File: src/rtl/gpio_bank_pkg.sv
package gpio_bank_pkg;
  localparam int unsigned BUS_W  = 32;
  localparam int unsigned ADDR_W = 7;

  localparam logic [ADDR_W-1:0] OFS_MODE = 7'h00;
  localparam logic [ADDR_W-1:0] OFS_DIR  = 7'h04;
  localparam logic [ADDR_W-1:0] OFS_DOUT = 7'h08;
  localparam logic [ADDR_W-1:0] OFS_DIN  = 7'h0C;
  localparam logic [ADDR_W-1:0] OFS_POL  = 7'h20;
  localparam logic [ADDR_W-1:0] OFS_TRIG = 7'h24;
  localparam logic [ADDR_W-1:0] OFS_SRC  = 7'h40;
  localparam logic [ADDR_W-1:0] OFS_BOTH = 7'h4C;

  typedef struct packed {
    logic [BUS_W-1:0] mode;
    logic [BUS_W-1:0] dir;
    logic [BUS_W-1:0] dout;
    logic [BUS_W-1:0] pol;
    logic [BUS_W-1:0] trig;
    logic [BUS_W-1:0] src;
    logic [BUS_W-1:0] both;
  } gpio_cfg_t;
endpackage

File: src/rtl/gpio_bank_regs.sv
module gpio_bank_regs
  import gpio_bank_pkg::*;
#(
  parameter int unsigned NUM_LINES     = 32,
  parameter bit          HAS_SRC_SEL   = 1'b1,
  parameter bit          HAS_BOTH_EDGE = 1'b1
) (
  input  logic              clk_i,
  input  logic              rst_ni,
  input  logic              wr_en_i,
  input  logic [ADDR_W-1:0] addr_i,
  input  logic [BUS_W-1:0]  wdata_i,
  output gpio_cfg_t         cfg_o
);
  localparam logic [BUS_W-1:0] LINE_MASK =
    (NUM_LINES >= BUS_W) ? {BUS_W{1'b1}} : BUS_W'((64'd1 << NUM_LINES) - 64'd1);

  logic [BUS_W-1:0] wval;
  assign wval = wdata_i & LINE_MASK;

  logic [BUS_W-1:0] mode_q, dir_q, dout_q, pol_q, trig_q, src_q, both_q;

  always_ff @(posedge clk_i or negedge rst_ni) begin
    if (!rst_ni) begin
      mode_q <= '0;
      dir_q  <= '0;
      dout_q <= '0;
      pol_q  <= '0;
      trig_q <= '0;
    end else if (wr_en_i) begin
      unique case (addr_i)
        OFS_MODE: mode_q <= wval;
        OFS_DIR:  dir_q  <= wval;
        OFS_DOUT: dout_q <= wval;
        OFS_POL:  pol_q  <= wval;
        OFS_TRIG: trig_q <= wval;
        default: ;
      endcase
    end
  end

  generate
    if (HAS_SRC_SEL) begin : g_src
      always_ff @(posedge clk_i or negedge rst_ni) begin
        if (!rst_ni) src_q <= '0;
        else if (wr_en_i && addr_i == OFS_SRC) src_q <= wval;
      end
    end else begin : g_no_src
      assign src_q = '0;
    end

    if (HAS_BOTH_EDGE) begin : g_both
      always_ff @(posedge clk_i or negedge rst_ni) begin
        if (!rst_ni) both_q <= '0;
        else if (wr_en_i && addr_i == OFS_BOTH) both_q <= wval;
      end
    end else begin : g_no_both
      assign both_q = '0;
    end
  endgenerate

  assign cfg_o = '{mode: mode_q, dir: dir_q, dout: dout_q, pol: pol_q,
                   trig: trig_q, src: src_q, both: both_q};
endmodule

File: src/rtl/gpio_bank_sync.sv
module gpio_bank_sync #(
  parameter int unsigned NUM_LINES = 32
) (
  input  logic                 clk_i,
  input  logic                 rst_ni,
  input  logic [NUM_LINES-1:0] pin_i,
  output logic [NUM_LINES-1:0] sync_o
);
  for (genvar n = 0; n < NUM_LINES; n++) begin : g_line
    logic meta_q, stab_q;
    always_ff @(posedge clk_i or negedge rst_ni) begin
      if (!rst_ni) begin
        meta_q <= 1'b0;
        stab_q <= 1'b0;
      end else begin
        meta_q <= pin_i[n];
        stab_q <= meta_q;
      end
    end
    assign sync_o[n] = stab_q;
  end
endmodule

File: src/rtl/gpio_bank_rdmux.sv
module gpio_bank_rdmux
  import gpio_bank_pkg::*;
#(
  parameter int unsigned NUM_LINES = 32
) (
  input  logic                 rd_en_i,
  input  logic [ADDR_W-1:0]    addr_i,
  input  gpio_cfg_t            cfg_i,
  input  logic [NUM_LINES-1:0] sync_i,
  output logic [BUS_W-1:0]     rdata_o
);
  logic [BUS_W-1:0] sync_ext, din_word;

  assign sync_ext = BUS_W'(sync_i);
  // output lines report the stored value, not the pad
  assign din_word = (cfg_i.dir & cfg_i.dout) | (~cfg_i.dir & sync_ext);

  always_comb begin
    rdata_o = '0;
    if (rd_en_i) begin
      unique case (addr_i)
        OFS_MODE: rdata_o = cfg_i.mode;
        OFS_DIR:  rdata_o = cfg_i.dir;
        OFS_DOUT: rdata_o = cfg_i.dout;
        OFS_DIN:  rdata_o = din_word;
        OFS_POL:  rdata_o = cfg_i.pol;
        OFS_TRIG: rdata_o = cfg_i.trig;
        OFS_SRC:  rdata_o = cfg_i.src;
        OFS_BOTH: rdata_o = cfg_i.both;
        default:  rdata_o = '0;
      endcase
    end
  end
endmodule

File: src/rtl/gpio_bank.sv
module gpio_bank
  import gpio_bank_pkg::*;
#(
  parameter int unsigned NUM_LINES     = 32,
  parameter bit          HAS_SRC_SEL   = 1'b1,
  parameter bit          HAS_BOTH_EDGE = 1'b1
) (
  input  logic                 clk_i,
  input  logic                 rst_ni,
  input  logic                 valid_i,
  input  logic                 write_i,
  input  logic [6:0]           addr_i,
  input  logic [31:0]          wdata_i,
  output logic [31:0]          rdata_o,
  input  logic [NUM_LINES-1:0] pin_i,
  input  logic [NUM_LINES-1:0] alt_out_i,
  output logic [NUM_LINES-1:0] pin_o,
  output logic [NUM_LINES-1:0] pin_oe_o,
  output logic [NUM_LINES-1:0] irq_mode_o,
  output logic [NUM_LINES-1:0] irq_pol_o,
  output logic [NUM_LINES-1:0] irq_trig_o,
  output logic [NUM_LINES-1:0] irq_both_o
);
  gpio_cfg_t             cfg;
  logic [NUM_LINES-1:0]  pin_sync;
  logic [NUM_LINES-1:0]  mode_l, dir_l, dout_l, src_l;

  gpio_bank_regs #(
    .NUM_LINES(NUM_LINES), .HAS_SRC_SEL(HAS_SRC_SEL), .HAS_BOTH_EDGE(HAS_BOTH_EDGE)
  ) u_regs (
    .clk_i(clk_i), .rst_ni(rst_ni), .wr_en_i(valid_i && write_i),
    .addr_i(addr_i), .wdata_i(wdata_i), .cfg_o(cfg)
  );

  gpio_bank_sync #(.NUM_LINES(NUM_LINES)) u_sync (
    .clk_i(clk_i), .rst_ni(rst_ni), .pin_i(pin_i), .sync_o(pin_sync)
  );

  gpio_bank_rdmux #(.NUM_LINES(NUM_LINES)) u_rdmux (
    .rd_en_i(valid_i && !write_i), .addr_i(addr_i), .cfg_i(cfg),
    .sync_i(pin_sync), .rdata_o(rdata_o)
  );

  assign mode_l = cfg.mode[NUM_LINES-1:0];
  assign dir_l  = cfg.dir[NUM_LINES-1:0];
  assign dout_l = cfg.dout[NUM_LINES-1:0];
  assign src_l  = cfg.src[NUM_LINES-1:0];

  // data path is live regardless of enable: no glitch on direction switch
  assign pin_o      = (src_l & alt_out_i) | (~src_l & dout_l);
  assign pin_oe_o   = ~mode_l & dir_l;
  assign irq_mode_o = mode_l;
  assign irq_pol_o  = cfg.pol[NUM_LINES-1:0];
  assign irq_trig_o = cfg.trig[NUM_LINES-1:0];
  assign irq_both_o = cfg.both[NUM_LINES-1:0];
endmodule

File: config.mk
export PLATFORM = sky130hd
export DESIGN_NAME = gpio_bank
export DESIGN_NICKNAME = d
export VERILOG_FILES = /design/src/rtl/gpio_bank_pkg.sv /design/src/rtl/gpio_bank_regs.sv /design/src/rtl/gpio_bank_sync.sv /design/src/rtl/gpio_bank_rdmux.sv /design/src/rtl/gpio_bank.sv
export SDC_FILE = /design/constraint.sdc
export NUM_CORES = 1
export LEC_CHECK = 0
export CORE_ASPECT_RATIO = 1.1
export CORE_MARGIN = 4
export CORE_UTILIZATION = 50
export DETAILED_ROUTE_END_ITERATION = 10
export PLACE_DENSITY = 0.88
export REMOVE_ABC_BUFFERS = 1
export SLEW_MARGIN = 5
export SYNTH_ARGS = -nofsm -noshare
export SYNTH_HDL_FRONTEND = slang
export SYNTH_SLANG_ARGS = --single-unit
export TNS_END_PERCENT = 20
File: constraint.sdc
create_clock -name clk_i -period 2.84 [get_ports clk_i]
set_clock_uncertainty 0.05 [all_clocks]
set_input_delay 0.426 -clock clk_i [delete_from_list [all_inputs] [get_ports clk_i]]
set_output_delay 0.426 -clock clk_i [all_outputs]
set_load 0.005 [all_outputs]
# Yosys cells after proc, flatten, opt, wreduce, memory -nomap -nowiden
# Index checks and enable logic that the tools add are counted.
[totals] elab_cells=101 reg_bits=288 input_bits=107 out_inout_bits=224
[op_classes] n_bitwise=10 muxes=2 n_reduce_logical=11 eq_ne=7
[op_table] op="case mux 32 bit (8 select lines)" n=1
[op_table] op="AND 32 bit" n=5
[op_table] op="NOT 32 bit" n=3
[op_table] op="OR 32 bit" n=2
[op_table] op="two-way mux 32 bit" n=1
[op_table] op="equality test 7 x 4 -> 1 bit, second input constant" n=2
[op_table] op="equality test 7 x 6 -> 1 bit, second input constant" n=2
[op_table] op="equality test 7 bit, second input constant" n=2
[op_table] op="AND reduction 2 bit" n=5
[op_table] op="equality test 7 x 3 -> 1 bit, second input constant" n=1
[op_table] op="zero test 7 bit" n=1
[op_table] op="logical AND 1 bit" n=4
[op_table] op="zero test 1 bit" n=1

# Depth between registers and ports, before layout
[depth] word_depth=5 depth_mapped=7 mapped_depth_nobuf=4

# Modules after synthesis
# Synthesis repeated with hierarchy kept, for this count alone.
[hier_totals] cells_unflattened=995 hier_area_um2=13352.8
[by_module_without_submodules] module="gpio_bank_regs" n_inst=1 seq_area_each_um2=5605.4 cells_per_inst=483 area_per_inst_um2=8375.5
[by_module_without_submodules] module="gpio_bank_rdmux" n_inst=1 seq_area_each_um2=0.0 cells_per_inst=350 area_per_inst_um2=2442.3
[by_module_without_submodules] module="gpio_bank_sync" n_inst=1 seq_area_each_um2=1601.5 cells_per_inst=96 area_per_inst_um2=1841.8
[by_module_without_submodules] module="gpio_bank" n_inst=1 seq_area_each_um2=0.0 cells_per_inst=66 area_per_inst_um2=693.2

# Least setup slack after synthesis
# Ideal clock, no wire load.
[synth_path] kind="input port to output port" start="input addr_i[6]" end="output rdata_o[14]" t_required_ns=2.364 path_buffers=2 cell_stages=6 arrival_ns=2.038 setup_slack_ns=0.326 path_cell_list="buf_2 or4_1 nor3_1 clkbuf_1 a22oi_1 a41oi_1"
[synth_between] elab_chain_cells=3 elab_cells_between_ends=10 cone_classes="eq/ne (7); mux (2); reduce/logical (1)"
[synth_lines] element="from (decl)" line_no="gpio_bank.sv:12" text="input logic [6:0] addr_i,"
[synth_lines] element="equality test 7 bit, or another cell as far along" line_no="gpio_bank_rdmux.sv:21" text="unique case (addr_i)"
[synth_lines] element="case mux 32 bit (8 select lines) *" line_no="gpio_bank_rdmux.sv:21"
[synth_lines] element="two-way mux 32 bit *" line_no="gpio_bank_rdmux.sv:20" text="if (rd_en_i) begin"
[synth_lines] element="to (decl)" line_no="gpio_bank.sv:14" text="output logic [31:0] rdata_o,"
# Mark *: on every way between the ends. The rest lies on a longest branch, timed or not.

# Worst setup path after layout
[layout_path] start="input addr_i[6]" end="output rdata_o[6]"
# Same word-level chain as after synthesis.

==> impl_metrics.ini <==
[clock_tree]
numCtsBuffers = 29
clock-root-buffer = clkbuf_16
htreeDepth = 1
cts_tree = done
cts.sinks = 288
clk_latency_ns = 0.54
clockBufferDepth = 3
path_clk_slew_ns = 0.06

[worst_setup_path]
path_buf_inv = 4
end_kind = output port
path_cells = buf_2 > or4_4 > nor3_4 > buf_4 > buf_6 > a22oi_1 > a41oi_2 > clkdlybuf4s15_2
regToRegEndpoint = u_regs.both_q[6]$_DFFE_PN0P_
cpMaxStageDelayCell = or4_4
critical_path_class = primary input to output port
cp_data_arrival_time_ns = 2.31
crit_path_end = rdata_o[6]
slowest_delay_ns = 0.57
path_depth = 8
critPathTopFamily = simple AND/OR/NAND/NOR gates
rr_startpoint = u_regs.both_q[6]$_DFFE_PN0P_
r2r_slack_ns = 1.90
r2r_cells = 1
cp-start-kind = primary input
startpoint = addr_i[6]
crit_fanout = 8
required_ns = 2.36

[sta]
tightest_slew_ns = 0.719
maxSlewHeadroom = 0.521
fmax_mhz = 358
finalHoldViolCount = 0
grt_setup_unrepaired = false
postLayoutSetupSlackWorst_ns = 0.0506
slew_violations = 0
setup_viol_count_final = 0
whs_ns = 0.265
period_needed_ns = 2.79
min_period_over_period = 0.982

[logic_synthesis]
yosysWarningCount = 0
synthArstFlopShare = 1.00
synthFlopType = dfrtp_1
synth_edf_count = 0
ys_seq_area_frac = 0.519
synth_top_cell_area_share = 0.519
synth_area_leaders = dfrtp_1, mux2_2, buf_4
postSynthAreaPerCell_um2 = 13.1
ys_seq_elements = 288
syn-cell-area_um2 = 13900
yosysTopAreaCell = dfrtp_1
postSynthCellCount = 1059
ys_types = 44

[finish]
register_area_um2 = 7210
layout-drive-gt1-share = 0.341
diodes = 0
layout_common_cells = clkdlybuf4s50_1, dfrtp_1, mux2_2, buf_4, a22oi_1
final_common_cell = clkdlybuf4s50_1
design_area_um2 = 18700
synthToLayoutAreaGrowth_pct = 34.3
layout.cells.non_filler = 1699
fin_nets = 1431
multiInputGateArea_um2 = 5680
fillers = 1838

[pwr]
sw_frac_of_total = 0.232
power.density_nw_per_um2 = 499
p_int_mw = 7.16
p_total_mw = 9.33
p_sw_mw = 2.16
power_frac_comb = 0.114
vdd_ir_drop_max_mv = 0.400
power_frac_seq = 0.480
p_leak_nw = 8.37
clkPwrFrac = 0.405

[grt]
grt_first_pass_wirelength_mm = 67.3
antenna_found_initial = 1
grt_max_degree = 89
overflow = 0
met2_usage = 0.491
first_global_vias = 11206
grt_usage = 0.281
met3_usage = 0.0634
gr-usage-met1 = 0.345
grt_most_used_layer = met2

[route]
drtIter0Drc = 928
routed_via_density = 6.10
wl_per_cell_um = 26.0
drt-total-wl_mm = 44.2
num_vias = 10371
final_antenna_net_count = 0
drc_errors = 0
drt_pass1_iterations = 5

[floorplanning]
ios = 331
initial_core_util = 0.511
dieArea_um2 = 30500
rows = 63
die_w_um = 167
coreArea_um2 = 27200
fp.dieH_um = 183

[job]
maxCapViolCount = 0

[placement]
hpwl_mm = 29.7
placed_cell_area_um2 = 17300
gp_congestion = 0.876
dpl_worst_slack_ns = -0.630
io_buffers = 330
dpl.cell_count = 1632

[status]
status = complete, no violations

[min_path]
hp-class = primary input to register
timing repair:
item	CTS	global route
pin swaps	25	11
resized for setup	114	18
cloned	3	0
hold buffers	1	0
hold endpoints to repair	78	0
buffers inserted	14	0
endpoints found under the setup margin	32	29
per-stage QoR:
stage	TNS [ns]	utilization
2_1_floorplan	-54.36	-
3_3_place_gp	-20.55	0.638
3_5_place_dp	-26.22	0.638
4_1_cts	-0.269	0.687
5_1_grt	0	0.686
6_report	0	0.686
cell families (layout without fill, tap and decap cells):
kind of cell | after synthesis | in the layout | synth area share
mux | 304 | 304 | 0.252
buf+inv | 191 | 474 | 0.0908
simple gates | 144 | 144 | 0.0695
compound gates | 132 | 132 | 0.0694
flops | 288 | 288 | 0.519
power groups by stage:
stage / logic (mW) / registers, mW / clock network (mW)
finish: 1.07 / 4.48 / 3.78
global route: 1.13 / 4.50 / 3.99
CTS: 1.07 / 4.47 / 3.81
detailed placement: 1.04 / 4.54 / 0
global placement: 1.01 / 4.53 / 0
floorplan: 0.302 / 4.49 / 0
cell type report:
| type | count | share of cell area |
|---|---|---|
| clock buffers | 44 | 0.0456 |
| flip-flops and latches | 288 | 0.386 |
| multi-input cells | 580 | 0.304 |
| inverters | 3 | 0.000603 |
| clock inverters | 5 | 0.00422 |
| repair buffers | 422 | 0.236 |
| well taps | 357 | 0.0239 |
flip-flops by register name, indices dropped and copies added, names as in the netlist:
signal / flops
u_regs.mode_q: 32
u_regs.trig_q: 32
u_regs.src_q: 32
u_regs.dout_q: 32
u_regs.dir_q: 32
u_sync.g_line.meta_q: 32
u_regs.both_q: 32
u_sync.g_line.stab_q: 32
u_regs.pol_q: 32
worst min path at each step:
stage,start,to,slack (ns),cells past startpoint
CTS,pin_i[14],u_sync.g_line[14].meta_q$_DFF_PN0_,0.25,1
global route,pin_i[1],u_sync.g_line[1].meta_q$_DFF_PN0_,0.26,1
detailed placement,u_sync.g_line[10].meta_q$_DFF_PN0_,u_sync.g_line[10].stab_q$_DFF_PN0_,0.28,0
finish,pin_i[14],u_sync.g_line[14].meta_q$_DFF_PN0_,0.27,1
global placement,u_sync.g_line[5].meta_q$_DFF_PN0_,u_sync.g_line[5].stab_q$_DFF_PN0_,0.28,0
floorplan,rst_ni,u_regs.both_q[0]$_DFFE_PN0P_,0.08,0
cell usage after synthesis, types with 10 or more instances:
cell type,instances
a21oi_1,15
a22oi_1,34
a31oi_1,17
a32oi_1,15
a41oi_1,16
and3_1,17
buf_2,25
buf_4,131
clkbuf_1,24
dfrtp_1,288
mux2_1,10
mux2_2,233
mux2_4,30
mux2i_1,31
nand2b_1,17
nand3b_1,29
nor2b_1,33
nor3_1,15
o22a_1,15
o22ai_1,16
per-layer routing:
layer | up-vias | part of all wire
li1 | 4280 | -
met1 | 5255 | 0.37
met2 | 672 | 0.50
met3 | 162 | 0.092
met4 | 2 | 0.042
met5 | - | 0.00029
No activity file was read; power rests on OpenSTA's default activity.
